===== src/rtl/vscan_pkg.sv =====
package vscan_pkg;
  localparam int unsigned WORD_W   = 16;
  localparam int unsigned PIX_W    = $clog2(WORD_W);
  localparam int unsigned DEPTH_W  = 3;
  localparam int unsigned REG_AW   = 3;
  localparam int unsigned STRIDE_LO_OFS = 0;
  localparam int unsigned STRIDE_HI_OFS = 1;
  localparam int unsigned START_OFS     = 2;

  // pixels-per-word mask: code c -> (WORD_W >> c) - 1, codes past 16 bpp clamp
  function automatic logic [PIX_W-1:0] ppw_mask(input logic [DEPTH_W-1:0] code);
    logic [DEPTH_W-1:0] c;
    c = (int'(code) > int'(PIX_W)) ? DEPTH_W'(PIX_W) : code;
    return {PIX_W{1'b1}} >> c;
  endfunction
endpackage


===== src/rtl/vscan_regs.sv =====
module vscan_regs
  import vscan_pkg::*;
#(
  parameter int unsigned ADDR_W   = 20,
  parameter int unsigned STRIDE_W = 10
) (
  input  logic                clk_i,
  input  logic                rst_ni,
  input  logic                wr_en_i,
  input  logic [REG_AW-1:0]   wr_addr_i,
  input  logic [7:0]          wr_data_i,
  input  logic                frame_i,
  input  logic [DEPTH_W-1:0]  depth_i,
  output logic [STRIDE_W-1:0] stride_o,
  output logic [ADDR_W-1:0]   start_o,
  output logic [DEPTH_W-1:0]  depth_o
);
  localparam int unsigned HI_W        = STRIDE_W - 8;
  localparam int unsigned START_BYTES = (ADDR_W + 7) / 8;

  logic [7:0]               stride_lo_q;
  logic [HI_W-1:0]          stride_hi_q;
  logic [START_BYTES*8-1:0] start_q;
  logic [STRIDE_W-1:0]      stride_act_q;
  logic [DEPTH_W-1:0]       depth_q;

  always_ff @(posedge clk_i or negedge rst_ni) begin
    if (!rst_ni) begin
      stride_lo_q <= '0;
      stride_hi_q <= '0;
      start_q     <= '0;
    end else if (wr_en_i) begin
      if (wr_addr_i == REG_AW'(STRIDE_LO_OFS)) stride_lo_q <= wr_data_i;
      if (wr_addr_i == REG_AW'(STRIDE_HI_OFS)) stride_hi_q <= wr_data_i[HI_W-1:0];
      for (int b = 0; b < int'(START_BYTES); b++) begin
        if (wr_addr_i == REG_AW'(START_OFS + b)) start_q[b*8 +: 8] <= wr_data_i;
      end
    end
  end

  // shadow -> active only at frame start
  always_ff @(posedge clk_i or negedge rst_ni) begin
    if (!rst_ni) begin
      stride_act_q <= '0;
      depth_q      <= '0;
    end else if (frame_i) begin
      stride_act_q <= {stride_hi_q, stride_lo_q};
      depth_q      <= depth_i;
    end
  end

  assign stride_o = stride_act_q;
  assign start_o  = start_q[ADDR_W-1:0];
  assign depth_o  = depth_q;

  p_stride_hold_r7: assert property (@(posedge clk_i) disable iff (!rst_ni)
    !frame_i |=> $stable(stride_o));
  p_depth_hold_r8: assert property (@(posedge clk_i) disable iff (!rst_ni)
    !frame_i |=> $stable(depth_o));
endmodule


===== src/rtl/vscan_pix_ctr.sv =====
module vscan_pix_ctr
  import vscan_pkg::*;
(
  input  logic               clk_i,
  input  logic               rst_ni,
  input  logic               frame_i,
  input  logic               line_i,
  input  logic               pix_i,
  input  logic [DEPTH_W-1:0] depth_i,
  output logic               word_step_o,
  output logic [PIX_W-1:0]   pix_idx_o
);
  logic [PIX_W-1:0] idx_q;
  logic [PIX_W-1:0] mask;
  logic             restart;

  assign mask        = ppw_mask(depth_i);
  assign restart     = frame_i | line_i;
  assign word_step_o = pix_i & ~restart & (idx_q == mask);

  always_ff @(posedge clk_i or negedge rst_ni) begin
    if (!rst_ni)                  idx_q <= '0;
    else if (restart)             idx_q <= '0;
    else if (pix_i && idx_q == mask) idx_q <= '0;
    else if (pix_i)               idx_q <= idx_q + 1'b1;
  end

  assign pix_idx_o = idx_q;

  p_idx_range_r5: assert property (@(posedge clk_i) disable iff (!rst_ni)
    !frame_i |=> pix_idx_o <= ppw_mask(depth_i));
  p_idx_count_r5: assert property (@(posedge clk_i) disable iff (!rst_ni)
    pix_i && !restart && !word_step_o |=> pix_idx_o == $past(pix_idx_o) + 1'b1);
  p_restart_r9: assert property (@(posedge clk_i) disable iff (!rst_ni)
    restart |=> pix_idx_o == '0);
endmodule


===== src/rtl/vscan_line_ctr.sv =====
module vscan_line_ctr #(
  parameter int unsigned ADDR_W   = 20,
  parameter int unsigned STRIDE_W = 10
) (
  input  logic                clk_i,
  input  logic                rst_ni,
  input  logic                frame_i,
  input  logic                line_i,
  input  logic                word_step_i,
  input  logic [ADDR_W-1:0]   start_i,
  input  logic [STRIDE_W-1:0] stride_i,
  output logic [ADDR_W-1:0]   addr_o
);
  logic [ADDR_W-1:0] base_q;
  logic [ADDR_W-1:0] addr_q;
  logic [ADDR_W-1:0] next_base;

  assign next_base = base_q + ADDR_W'(stride_i);  // wraps mod 2^ADDR_W

  always_ff @(posedge clk_i or negedge rst_ni) begin
    if (!rst_ni) begin
      base_q <= '0;
      addr_q <= '0;
    end else if (frame_i) begin
      base_q <= start_i;
      addr_q <= start_i;
    end else if (line_i) begin
      base_q <= next_base;
      addr_q <= next_base;
    end else if (word_step_i) begin
      addr_q <= addr_q + 1'b1;
    end
  end

  assign addr_o = addr_q;

  p_frame_load_r2: assert property (@(posedge clk_i) disable iff (!rst_ni)
    frame_i |=> addr_o == $past(start_i));
  p_line_base_r3: assert property (@(posedge clk_i) disable iff (!rst_ni)
    line_i && !frame_i |=> addr_o == base_q);
  p_word_step_r4: assert property (@(posedge clk_i) disable iff (!rst_ni)
    word_step_i && !frame_i && !line_i |=> addr_o == $past(addr_o) + 1'b1);
  p_addr_hold_r4: assert property (@(posedge clk_i) disable iff (!rst_ni)
    !word_step_i && !frame_i && !line_i |=> $stable(addr_o));
endmodule


===== src/rtl/vscan_addr_gen.sv =====
module vscan_addr_gen
  import vscan_pkg::*;
#(
  parameter int unsigned ADDR_W   = 20,
  parameter int unsigned STRIDE_W = 10
) (
  input  logic               clk_i,
  input  logic               rst_ni,
  input  logic               wr_en_i,
  input  logic [REG_AW-1:0]  wr_addr_i,
  input  logic [7:0]         wr_data_i,
  input  logic [DEPTH_W-1:0] depth_i,
  input  logic               frame_i,
  input  logic               line_i,
  input  logic               pix_i,
  output logic [ADDR_W-1:0]  addr_o,
  output logic [PIX_W-1:0]   pix_idx_o
);
  logic [STRIDE_W-1:0] stride;
  logic [ADDR_W-1:0]   start;
  logic [DEPTH_W-1:0]  depth;
  logic                word_step;

  vscan_regs #(.ADDR_W(ADDR_W), .STRIDE_W(STRIDE_W)) u_regs (
    .clk_i, .rst_ni, .wr_en_i, .wr_addr_i, .wr_data_i, .frame_i, .depth_i,
    .stride_o(stride), .start_o(start), .depth_o(depth)
  );

  vscan_pix_ctr u_pix (
    .clk_i, .rst_ni, .frame_i, .line_i, .pix_i,
    .depth_i(depth), .word_step_o(word_step), .pix_idx_o
  );

  vscan_line_ctr #(.ADDR_W(ADDR_W), .STRIDE_W(STRIDE_W)) u_line (
    .clk_i, .rst_ni, .frame_i, .line_i, .word_step_i(word_step),
    .start_i(start), .stride_i(stride), .addr_o
  );

  p_reset_r1: assert property (@(posedge clk_i)
    !rst_ni |=> (addr_o == '0 || !rst_ni));
endmodule


===== config.mk =====
export PLATFORM = sky130hd
export DESIGN_NAME = vscan_addr_gen
export DESIGN_NICKNAME = d
export VERILOG_FILES = /design/src/rtl/vscan_pkg.sv /design/src/rtl/vscan_regs.sv /design/src/rtl/vscan_pix_ctr.sv /design/src/rtl/vscan_line_ctr.sv /design/src/rtl/vscan_addr_gen.sv
export SDC_FILE = /design/constraint.sdc
export NUM_CORES = 1
export LEC_CHECK = 0
export BUFFER_PORTS_ARGS = -buffer_cell sky130_fd_sc_hd__buf_2
export CAP_MARGIN = 5
export CORE_ASPECT_RATIO = 0.8
export CORE_UTILIZATION = 55
export CTS_CLUSTER_SIZE = 16
export DETAILED_ROUTE_END_ITERATION = 8
export GPL_TIMING_DRIVEN = 0
export PLACE_DENSITY_LB_ADDON = 0.25
export SYNTH_ARGS = -nofsm -noshare
export SYNTH_HDL_FRONTEND = slang
export SYNTH_SLANG_ARGS = --single-unit
export TNS_END_PERCENT = 5

===== constraint.sdc =====
create_clock -name clk_i -period 3.3 [get_ports clk_i]
set_clock_uncertainty 0.2 [all_clocks]
set_input_delay 0.33 -clock clk_i [delete_from_list [all_inputs] [get_ports clk_i]]
set_output_delay 0.33 -clock clk_i [all_outputs]
set_load 0.05 [all_outputs]

==> results.yml <==
setup_path:
  cp.required_ps: 3370
  cpPeakStageDelay_ps: 400
  crit_top_cell: "a211o_1"
  cp_slowest_cell: "fa_1"
  path_cells: "ha_1, inv_1, fa_1, nand2b_1, a211o_1, a21oi_2, a21oi_1, a211o_1, o21a_1, o22a_1"
  reg2reg_depth: 10
  crit_arrival_ps: 3090
  cp-end-kind: "register"
  crit_path_max_fanout: 7
  worstSetupStartpointType: "register"
  critical_path_class: "register to register"
yosys:
  synth_cell_types: 54
  yosys.area_share.simple_pct: 14.7
  async_reset_ff_share_pct: 100
  synthTopCellsByArea: "dfrtp_1 46%, mux2_2 10%, nand2_1 4.0%"
  synth_cells: 469
  synth_flop_cell: "dfrtp_1"
  synth_top_family_by_area: "compound AO/OA/AOI/OAI gates"
  synth_top_area_share_pct: 46.0
  synth_top_cell_by_area: "dfrtp_1"
  synth_mux_area_share_pct: 10.8
  ys_ff_latch: 87
  synth_edf_count: 0
  postSynthAreaPerCell_um2: 10.1
  synth_compound_area_share_pct: 18.2
  seq_area_frac_synth_pct: 46.0
  synthAdderAreaFrac_pct: 3.60
  synth_most_common_cell: "dfrtp_1"
  synth_xor_area_share_pct: 4.26
  ys_top_cells_by_count: "87 x dfrtp_1, 50 x nand2_1, 42 x mux2_2"
  yosysWarnings: 0
  synth_nets: 502
  syn-cell-area_um2: 4730
sta:
  fin_crit_sh_pct: 91.7
  finalCriticalPeriod_ps: 3020
  fmax_mhz: 331
  holdWs_ps: 2.35
  max-slew-margin-rel_pct: 41.8
  final-setup-viol-count: 0
  rsz0062_at_grt: "false"
  fin_setup_tns_ps: 0
  max_slew.worst_pin.slew_ps: 870
  final-max-slew-violation-count: 0
  hold_viol: 0
power:
  p_seq_share_pct: 41.3
  finalPower_w: 0.00390
  p_leak_nw: 2.40
  vdd_ir_drop_max_v: 0.000445
  power_switching_w: 0.00162
  p_clk_share_pct: 19.2
  p_sw_share_pct: 41.6
  p_int_w: 0.00228
  p_comb_share_pct: 39.5
  power_density_nw_per_um2: 733
cts:
  hold_buffers: 3
  post-cts-setup-buffers: 0
  clkLatencyLatePin_ps: 370
  cts-resized-gates: 0
  h-tree-depth: 3
  cts_sinks: 87
  cts_root_buffer: "clkbuf_8"
  clk_pin_slew_ps: 90
  cts_made_buffers: 9
  clockBufferDepth: 2
  tritoncts: "yes"
detailed_routing:
  ant_nets: 0
  wl_per_cell_um: 18.8
  drtPass1Iterations: 5
  drc: 0
  drtIter0Drc: 375
  via_per_inst: 6.13
  num_vias: 3914
  routed_wl_um: 12000
placed_design:
  placed_area_um2: 5100
  numPortBuffers: 41
  place.gp.congestion: 1.00
  hpwl_um: 8940
grt:
  grt_max_degree: 51
  first_global_vias: 3731
  grt_util_met2_pct: 42.8
  grt-ovfl-total: 0
  grt_pass1_wl_um: 19400
  track_usage_pct: 28.4
  grt_use_met1_pct: 41.1
  antenna_found_initial: 1
  gr-usage-met3_pct: 5.68
  grt_busiest_layer: "met2"
floorplan:
  initial_core_util_pct: 58.2
  die_x_um: 106
  dieArea_um2: 8980
  num_io_pins: 44
  rows: 29
  coreArea_um2: 8130
  die_y_um: 85.0
flow_run:
  max_cap_violations: 0
cells_and_area:
  regArea_um2: 2180
  nFillCells: 671
  drive_gt1_share_pct: 20.9
  multiInputGateArea_um2: 2440
  synthToLayoutAreaGrowth_pct: 12.5
  final_nets: 558
  fin_area_um2: 5330
worst_hold_path:
  min_path_cells: 2
  min_path_type: "primary input to register"
run_status:
  status: "finished clean"
## power groups by stage
| stage | clock network (W) | registers, W | logic (W) |
|---|---|---|---|
| 2_1_floorplan | 0 | 0.00180 | 0.000913 |
| 6_report | 0.000749 | 0.00161 | 0.00154 |
| 4_1_cts | 0.000759 | 0.00160 | 0.00153 |
| 3_3_place_gp | 0 | 0.00160 | 0.00148 |
| 3_5_place_dp | 0 | 0.00162 | 0.00152 |
| 5_1_grt | 0.000795 | 0.00164 | 0.00167 |
## critical path, delay by kind of cell (launching register included)
family,cells,cell delay [ps]
AOI/OAI and AO/OA,6,1500
adders and majority gates,2,590
buffers and inverters,1,60
DFF,1,380
and+or+nand+nor,1,200
## placed cells by master (no fill, tap or decap), types with 4 or more instances in the layout
| cell | synthesis | routed |
|---|---|---|
| a211oi_1 | 6 | 6 |
| a21o_1 | 8 | 8 |
| a21oi_1 | 32 | 32 |
| a31oi_1 | 8 | 8 |
| and2_1 | 8 | 8 |
| and3_1 | 10 | 10 |
| buf_2 | 5 | 45 |
| clkbuf_1 | 10 | 12 |
| clkbuf_8 | 0 | 9 |
| dfrtp_1 | 87 | 87 |
| ha_1 | 12 | 12 |
| inv_1 | 10 | 10 |
| mux2_2 | 42 | 42 |
| mux2i_1 | 4 | 4 |
| nand2_1 | 50 | 50 |
| nand2b_1 | 7 | 7 |
| nand3_1 | 14 | 14 |
| nand4_1 | 5 | 5 |
| nor2_1 | 28 | 28 |
| nor2b_1 | 6 | 6 |
| nor3_1 | 6 | 6 |
| o21a_1 | 12 | 12 |
| o21ai_0 | 26 | 26 |
| o22a_1 | 4 | 4 |
| o22ai_1 | 5 | 5 |
| xnor2_1 | 13 | 13 |
| xor2_1 | 10 | 10 |
## registers in the layout, indices dropped and copies added (netlist names)
name                cells
u_line.base_q          20
u_regs.start_q         20
u_regs.stride_hi_q      2
u_regs.stride_lo_q      8
u_regs.depth_o          3
u_line.addr_o          20
u_pix.pix_idx_o         4
u_regs.stride_o        10
## cells by family (layout without fill, tap and decap cells)
logic type               Yosys count  count (layout)
other                              0               1
adder cells (fa/ha/maj)           13              13
AO/OA/AOI/OAI                    129             129
multiplexers                      46              46
AND/OR/NAND/NOR                  143             143
XOR/XNOR                          23              23
flip-flops                        87              87
buffers and inverters             28              89
## worst paths after layout
path	startpoint	to	slack [ps]
min reg2reg	u_line.base_q[8]	u_line.base_q[8]	290
min	depth_i[0]	u_regs.depth_o[0]	2
max reg2reg	u_regs.stride_o[0]	u_line.addr_o[14]	280
max in group asynchronous	rst_ni	u_regs.stride_lo_q[2]	2000
max	u_regs.stride_o[0]	u_line.addr_o[14]	280
min in group asynchronous	rst_ni	u_pix.pix_idx_o[3]	270
## per-layer routing
layer | wire, µm | up-vias | share of wire [%]
met5 | 0 | - | 0
met4 | 201 | 0 | 1.7
met3 | 1030 | 21 | 8.5
met2 | 5310 | 198 | 44
met1 | 5500 | 1885 | 46
li1 | - | 1810 | -
## cell type report
cell class | count | area share [%]
antenna | 1 | 0.0470
buffer | 18 | 1.39
clock buffer | 11 | 2.47
clock inverter | 5 | 1.10
inverter | 10 | 0.705
multi-input combinational | 354 | 45.9
sequential | 87 | 40.9
tap | 108 | 2.54
timing repair buffer | 45 | 4.98
## metrics by stage
stage	util [%]	worst slack (ps)	cells
2_1_floorplan	-	679	469
3_3_place_gp	62.4	375	618
3_5_place_dp	62.8	344	619
4_1_cts	65.5	303	638
5_1_grt	65.5	116	638
6_report	65.5	275	639
No activity file was read; power rests on OpenSTA's default activity.
